==> src/rtl/iag_pkg.sv <==
// Package: shared widths, field positions and FSM state type for the
// indirect address generator. Assumes 24-bit words whose bit 0 is the MSB.
package iag_pkg;
    localparam int WORD_W = 24;
    localparam int ADDR_W = 14;
    // MSB-0 bit k sits at vector index WORD_W-1-k
    localparam int X_POS  = WORD_W - 1 - 1;
    localparam int I_POS  = WORD_W - 1 - 9;

    typedef struct packed {
        logic              idx;
        logic              ind;
        logic [ADDR_W-1:0] addr;
    } fields_t;

    typedef enum logic [2:0] {
        ST_IDLE  = 3'd0,
        ST_INDEX = 3'd1,
        ST_FETCH = 3'd2,
        ST_WAIT  = 3'd3,
        ST_DONE  = 3'd4
    } state_t;
endpackage

==> src/rtl/iag_decode.sv <==
// Module: field decoder. Pulls the index flag, indirect flag and address
// field out of a word; opcode and tag bits 0 and 2 are deliberately dropped.
module iag_decode
    import iag_pkg::*;
(
    input  logic [WORD_W-1:0] word_i,
    output fields_t           fields_o
);
    logic unused_fields;

    // Field extraction, purely combinational
    always_comb begin
        fields_o.idx  = word_i[X_POS];
        fields_o.ind  = word_i[I_POS];
        fields_o.addr = word_i[ADDR_W-1:0];
    end

    assign unused_fields = ^{word_i[WORD_W-1], word_i[X_POS-1:I_POS+1]};
endmodule

==> src/rtl/iag_index_add.sv <==
// Module: index adder. Adds the index to the base when enabled; the sum
// wraps modulo 2^W and the carry is discarded.
module iag_index_add #(
    parameter int W = 14
) (
    input  logic [W-1:0] base_i,
    input  logic [W-1:0] idx_i,
    input  logic         en_i,
    output logic [W-1:0] sum_o
);
    // Modular sum, carry dropped by width
    always_comb begin
        sum_o = base_i + (en_i ? idx_i : {W{1'b0}});
    end
endmodule

==> src/rtl/iag_level_ctr.sv <==
// Module: level counter. Counts read requests in a chain, clears on a
// new operation and flags when the limit is reached. Assumes clr and inc
// are never asserted together.
module iag_level_ctr #(
    parameter int MAX_LEVELS = 64,
    parameter int LVL_W      = $clog2(MAX_LEVELS + 1)
) (
    input  logic             clk,
    input  logic             rst_n,
    input  logic             clr_i,
    input  logic             inc_i,
    output logic [LVL_W-1:0] level_o,
    output logic             at_max_o
);
    localparam logic [LVL_W-1:0] LIMIT = LVL_W'(MAX_LEVELS);

    // Counter register with synchronous reset
    always_ff @(posedge clk) begin
        if (!rst_n || clr_i) begin
            level_o <= '0;
        end else if (inc_i) begin
            level_o <= level_o + 1'b1;
        end
    end

    assign at_max_o = (level_o == LIMIT);
endmodule

==> src/rtl/ind_addr_gen.sv <==
// Module: indirect address generator (top). Indexes a word's address,
// then follows indirect references through the memory read port one
// level at a time until a word with no indirect flag is reached, or
// until MAX_LEVELS reads have been made (error). Assumes the memory
// answers each request with exactly one rd_valid_i pulse.
module ind_addr_gen
    import iag_pkg::*;
#(
    parameter int MAX_LEVELS = 64,
    parameter int LVL_W      = $clog2(MAX_LEVELS + 1)
) (
    input  logic              clk,
    input  logic              rst_n,
    input  logic              start_i,
    input  logic [WORD_W-1:0] instr_i,
    input  logic [ADDR_W-1:0] index_i,
    output logic              rd_req_o,
    output logic [ADDR_W-1:0] rd_addr_o,
    input  logic [WORD_W-1:0] rd_data_i,
    input  logic              rd_valid_i,
    output logic [ADDR_W-1:0] addr_o,
    output logic              done_o,
    output logic              err_o,
    output logic [LVL_W-1:0]  level_o
);
    state_t            state_q, state_d;
    logic [WORD_W-1:0] word_q;
    logic [ADDR_W-1:0] ea_q;
    logic              err_q;
    fields_t           fld;
    logic [ADDR_W-1:0] ea_sum;
    logic              at_max;
    logic              lvl_clr, lvl_inc;

    iag_decode u_dec (
        .word_i   (word_q),
        .fields_o (fld)
    );

    iag_index_add #(.W(ADDR_W)) u_add (
        .base_i (fld.addr),
        .idx_i  (index_i),
        .en_i   (fld.idx),
        .sum_o  (ea_sum)
    );

    iag_level_ctr #(.MAX_LEVELS(MAX_LEVELS), .LVL_W(LVL_W)) u_lvl (
        .clk      (clk),
        .rst_n    (rst_n),
        .clr_i    (lvl_clr),
        .inc_i    (lvl_inc),
        .level_o  (level_o),
        .at_max_o (at_max)
    );

    // Next-state logic for the address chain walk
    always_comb begin
        state_d = state_q;
        unique case (state_q)
            ST_IDLE:  if (start_i) state_d = ST_INDEX;
            ST_INDEX: state_d = (fld.ind && !at_max) ? ST_FETCH : ST_DONE;
            ST_FETCH: state_d = ST_WAIT;
            ST_WAIT:  if (rd_valid_i) state_d = ST_INDEX;
            ST_DONE:  state_d = ST_IDLE;
            default:  state_d = ST_IDLE;
        endcase
    end

    // State register
    always_ff @(posedge clk) begin
        if (!rst_n) state_q <= ST_IDLE;
        else        state_q <= state_d;
    end

    // Current word: instruction on start, fetched word on read return
    always_ff @(posedge clk) begin
        if (!rst_n) begin
            word_q <= '0;
        end else if (state_q == ST_IDLE && start_i) begin
            word_q <= instr_i;
        end else if (state_q == ST_WAIT && rd_valid_i) begin
            word_q <= rd_data_i;
        end
    end

    // Effective address and error flag captured once per level
    always_ff @(posedge clk) begin
        if (!rst_n) begin
            ea_q  <= '0;
            err_q <= 1'b0;
        end else if (state_q == ST_INDEX) begin
            ea_q  <= ea_sum;
            err_q <= fld.ind && at_max;
        end
    end

    assign lvl_clr   = (state_q == ST_IDLE) && start_i;
    assign lvl_inc   = (state_q == ST_FETCH);
    assign rd_req_o  = (state_q == ST_FETCH);
    assign rd_addr_o = ea_q;
    assign addr_o    = ea_q;
    assign done_o    = (state_q == ST_DONE) && !err_q;
    assign err_o     = (state_q == ST_DONE) && err_q;
endmodule

==> config.mk <==
export PLATFORM = sky130hd
export DESIGN_NAME = ind_addr_gen
export DESIGN_NICKNAME = d
export VERILOG_FILES = /design/src/rtl/iag_pkg.sv /design/src/rtl/iag_decode.sv /design/src/rtl/iag_index_add.sv /design/src/rtl/iag_level_ctr.sv /design/src/rtl/ind_addr_gen.sv
export SDC_FILE = /design/constraint.sdc
export NUM_CORES = 1
export LEC_CHECK = 0
export BUFFER_PORTS_ARGS = -buffer_cell sky130_fd_sc_hd__buf_2
export CORE_MARGIN = 4
export CORE_UTILIZATION = 48
export DETAILED_ROUTE_END_ITERATION = 6
export GPL_ROUTABILITY_DRIVEN = 0
export GPL_TIMING_DRIVEN = 0
export HOLD_SLACK_MARGIN = 0.12
export PLACE_DENSITY = 0.8
export SLEW_MARGIN = 10
export SYNTH_ARGS = -nofsm -noshare
export SYNTH_HDL_FRONTEND = slang
export SYNTH_SLANG_ARGS = --single-unit
export TNS_END_PERCENT = 100
==> constraint.sdc <==
create_clock -name clk -period 2.9 [get_ports clk]
set_input_delay 0.58 -clock clk [delete_from_list [all_inputs] [get_ports clk]]
set_output_delay 0.58 -clock clk [all_outputs]
set_load 0.05 [all_outputs]
After elaboration in Yosys (flattened, before gate mapping). Cells that the tools add are included. Widths: inputs -> output; s select.

Word-level logic and storage cells: 34. Flip-flop bits (word level): 48. Memory bits (writable): 0. Memory bits (read-only): 0. Latch bits: 0. Input bits: 66. Output and inout port bits: 38. Memories: 0.

Magnitude comparators: 0. Equality and inequality tests: 7. Add/subtract/negate cells: 2. Multiply operators: 0. Div/mod/pow operators: 0. Reductions and logical operators: 13. Shift operators: 0. Bitwise logic cells: 0. Multiplexer cells: 7.

Operators by type and width (count): $mux 23 (2); $add 14x14->14 (1); $mux 14 (1); $pmux 3 s4 (1); $mux 3 (3); $add 7x1->7 const B (1); $eq 7x7->1 const B (1); $eq 3x2->1 const B (2); $logic_and 1x1->1 (6); $ne 2x2->1 const B (2); $eq 3x1->1 const B (1); $eq 3x3->1 const B (1); $logic_not 1->1 (3); $logic_not 3->1 (1); $reduce_and 2->1 (1); $reduce_bool 2->1 (1); $logic_or 1x1->1 (1).

Longest topological paths before layout.
Depth in word-level cells: 5. Mapped depth: 10.

By module. A second synthesis with hierarchy kept.

Cell total of the unflattened synthesis: 371. Area total of the unflattened synthesis: 3204.3 µm².

By module, submodules not included: ind_addr_gen (instances 1, sequential area each 840.8 µm², area each 1976.9 µm², cells each 212); iag_index_add (instances 1, sequential area each 0.0 µm², area each 773.2 µm², cells each 106); iag_level_ctr (instances 1, sequential area each 140.1 µm², area each 334.1 µm², cells each 37); iag_decode (instances 1, sequential area each 0.0 µm², area each 120.1 µm², cells each 16).

Worst setup path after synthesis. Ideal clock, no wire load.

Path kind: register to register. From: register word_q[22]. To: register ea_q[12], in the netlist addr_o[12]. Slack: 0.633 ns. Clock period less this slack: 2.267 ns. Data arrival time: 2.188 ns. Cell stages (with the launch flop): 11. Library setup time: 0.079 ns. Cells stage by stage: dfxtp_1 -> clkbuf_1 -> and2_1 -> ha_1 -> inv_1 -> fa_1 -> nand2b_1 -> a211oi_1 -> nor2_1 -> o21a_1 -> o211ai_1.

Longest elaborated chain between the ends: 2.

RTL lines: from (decl) (line ind_addr_gen.sv:27) `logic [WORD_W-1:0] word_q;`; from (signal assigned) (line ind_addr_gen.sv:80) `word_q <= instr_i;`; from (signal assigned) (line ind_addr_gen.sv:82) `word_q <= rd_data_i;`; $mux 14 (line iag_index_add.sv:13) `sum_o = base_i + (en_i ? idx_i : {W{1'b0}});`; $add 14x14->14 (line iag_index_add.sv:13); to (signal assigned) (line ind_addr_gen.sv:92) `ea_q <= ea_sum;`; to (decl) (line ind_addr_gen.sv:28) `logic [ADDR_W-1:0] ea_q;`.

Every way passes these cells. A chain may end at the register's enable or synchronous reset.

Final worst setup path.
From: register word_q[22]. To: register ea_q[6], in the netlist addr_o[6].

The elaborated chain is that of the path after synthesis.

==> impl_metrics.ini <==
[finish]
fillerInstances = 466
fin_nets = 484
multiInputGateArea_um2 = 1520
synth_to_final_area_change_pct = 24.0
num_antenna_cells = 0
finalCoreUtilization = 0.616
drive_gt1_frac = 0.284
sequential_cell_area_um2 = 821

[global_route]
grt_antenna_before_repair = 0
grt_first_pass_wirelength_um = 10400
grt_remaining_overflow = 0
number_of_global_route_vias_before_repair = 2203
grt_max_degree = 12
grt_util_all_layers = 0.206

[worst_setup_path]
crit_arrival_ns = 2.85
setup.worst_path.end_class = flop
r2r-start = word_q[22]$_SDFFE_PN0P_
critPathRequiredTime_ns = 3.11
slowest_delay_ns = 0.42
critPathLaunchType = flop
timing_worst_setup_path_type = reg -> reg
crit_path_max_fanout = 10
crit_path_top_delay_cell = dfxtp_1
worst-r2r-cell-count = 10
reg2reg_setup_slack_ns = 0.26
r2r-end = addr_o[6]$_SDFFE_PN0P_
cp_cell_sequence = clkbuf_1, and2_1, ha_1, inv_1, fa_1, nand2b_1, a21oi_1, o21a_1, nor3_1, o31ai_1

[timing]
fin_crit_sh = 0.909
maxSlewViolCount = 0
rsz_0062_raised_after_global_routing = no
timing.max_slew.rel_slack = 0.647
maxClockFrequency_mhz = 379
final-hold-violation-count = 0
worst_slew_pin_slew_ns = 0.530
finalWorstPathRequiredPeriod_ns = 2.64
finClkSkew_ns = 0.00474
totalNegativeSetupSlack_ns = 0
final-setup-viol-count = 0
post-route-worst-setup-slack_ns = 0.264

[die]
rows = 26
dieWidth_um = 80.7
design.portCount = 104
design.die.area_um2 = 6510
fp.coreArea_um2 = 5110
die_y_um = 80.7
floorplan.initialDensity = 0.496

[worst_hold_path]
whs_endpoint = addr_o[7]$_SDFFE_PN0P_
startpoint_of_the_tightest_hold_check_path = addr_o[7]$_SDFFE_PN0P_
worst_hold_check_path_type = reg -> reg
hold_path_depth = 2

[yosys]
synth.yosys.seq_area_share = 0.324
syn_nets = 390
post-synth-top-area-cell = dfxtp_1
yosysTopAreaCellShare = 0.324
mux_contribution_to_synthesized_area = 0.0671
ys.warnings.count = 0
synth.area.top_cells = dfxtp_1, ha_1, mux2i_1, a211oi_1, nor2_1
post_syn_area_per_cell_um2 = 8.23
yosys-top-cells-count = dfxtp_1, nor2_1, nand2_1, a211oi_1, a21oi_1
synth.most_common_cell = dfxtp_1
synthSimpleGateAreaFrac = 0.224
synth_xor_xnor_area_share = 0.0276
post_synthesis_cell_area_um2 = 2530
synth-seq-cells = 41
synth.lib_cells_used.distinct = 45
synth_top_family_by_area = simple AND/OR/NAND/NOR gates
synth_ff_type = dfxtp_1
synth_compound_area_frac = 0.197
syn-instance-count = 308
number_of_enable_type_register_cells_in_the_synthesized_netlist = 0
asyncSetResetFlopFracSynth = 0
synthAdderAreaFrac = 0.0819

[clocking]
hold_buffers = 0
clock_tree.htree_level_count = 2
clock-root-buffer = clkbuf_8
post_cts.resized_instances = 0
clock_insertion_delay_worst_skew_ns = 0.30
cts_inserted_buffers = 5
cts.repair_timing.setup_buffer_count = 0
cts_tree = done
cts_num_sinks = 41
clkSlewWorstSetupHoldPaths_ns = 0.08
cts_buffer_depth = 2

[detailed_routing]
vias_per_cell = 5.30
count_of_nets_left_with_antenna_violations_after_detail_routing = 0
drc_errors = 0
detailedRoute.firstIterationViolations = 208
routed-via-count = 2500
drt-wirelength-per-cell_um = 13.9
drt_wl_total_um = 6540
drt_pre_antenna_iters = 4

[placed_design]
pre_cts_ws_ns = 0.315
number_of_buffer_cells_added_on_primary_ports = 87
dp_hpwl_um = 5230

[power]
ir_drop_uv = 261
p_leak_uw = 0.00158
power-per-cell-area_nw_per_um2 = 445

[run]
drv.max_cap_violation_count = 0

[status]
run_status = finished, final reports clean
cell usage in the layout, fill, tap and decap left out, types with 3 or more instances in the layout:
cell      Yosys  layout
a211oi_1     21      21
a21oi_1      21      21
and2_1       14      14
and3_1        3       3
buf_2         3      90
buf_4        14      14
clkbuf_1      8       9
clkbuf_8      0       6
dfxtp_1      41      41
ha_1         15      15
inv_1         8       8
mux2i_1      17      17
nand2_1      22      22
nand2b_1      4       4
nand3_1      15      15
nor2_1       36      36
nor3_1        3       3
o211ai_1      5       5
o21a_1        3       3
o21ai_0      11      11
or3_1         4       4
xnor2_1       3       3
xor2_1        5       5
state kept, by name, indices dropped and copies added, names as in the netlist:
signal         count
err_q              1
state_q            3
word_q            16
addr_o            14
u_lvl.level_o      7
layer usage:
layer / vias to the layer above / share of wire / GRT usage
met5: - / 0 / 0
met4: 0 / 0.013 / 0.0760
met3: 9 / 0.079 / 0.0359
met2: 91 / 0.46 / 0.334
met1: 1123 / 0.45 / 0.272
li1: 1277 / - / -
critical path: cells and delay by family (launching register included):
kind,cells,cell delay [ns]
compound gates,3,0.78
fa+ha+maj,2,0.55
simple gates,3,0.46
flops,1,0.42
buf+inv,2,0.35
final cells by class:
cell class                      instances  share of cell area
Inverter                               10              0.0119
Timing Repair Buffer                   87               0.138
Buffer                                 26              0.0513
Tap cell                               70              0.0279
Multi-Input combinational cell        231               0.482
Sequential cell                        41               0.261
Clock buffer                            7              0.0275
how the worst max path moves through the flow:
stage                                  from                 endpoint  depth (start not counted)
detailed placement  word_q[22]$_SDFFE_PN0P_  addr_o[12]$_SDFFE_PN0P_                         10
CTS                 word_q[22]$_SDFFE_PN0P_   addr_o[6]$_SDFFE_PN0P_                         10
floorplan           word_q[22]$_SDFFE_PN0P_  addr_o[12]$_SDFFE_PN0P_                         10
finish              word_q[22]$_SDFFE_PN0P_   addr_o[6]$_SDFFE_PN0P_                         10
global placement    word_q[22]$_SDFFE_PN0P_  addr_o[12]$_SDFFE_PN0P_                         10
global route        word_q[22]$_SDFFE_PN0P_   addr_o[6]$_SDFFE_PN0P_                         10
where the power goes:
group	total [µW]	switching, µW	internal, µW
sequential	631	31.2	600
clock	383	195	189
combinational	386	246	140
logic make-up after synthesis:
kind of cell	count (synthesis)
and+or+nand+nor	114
DFF	41
adders and majority gates	16
buffers and inverters	36
AOI/OAI and AO/OA	76
muxes	17
xor gates and xnor gates	8
through the flow:
stage	cells	total power, µW	hold slack [ns]	instance area (µm²)
floorplan	308	911	0.446	2530
global placement	465	1020	0.454	3060
detailed placement	465	1020	0.460	3060
CTS	472	1400	0.469	3140
global route	472	1460	0.497	3140
finish	472	1400	0.464	3140
(Power assumes the default switching activity.)
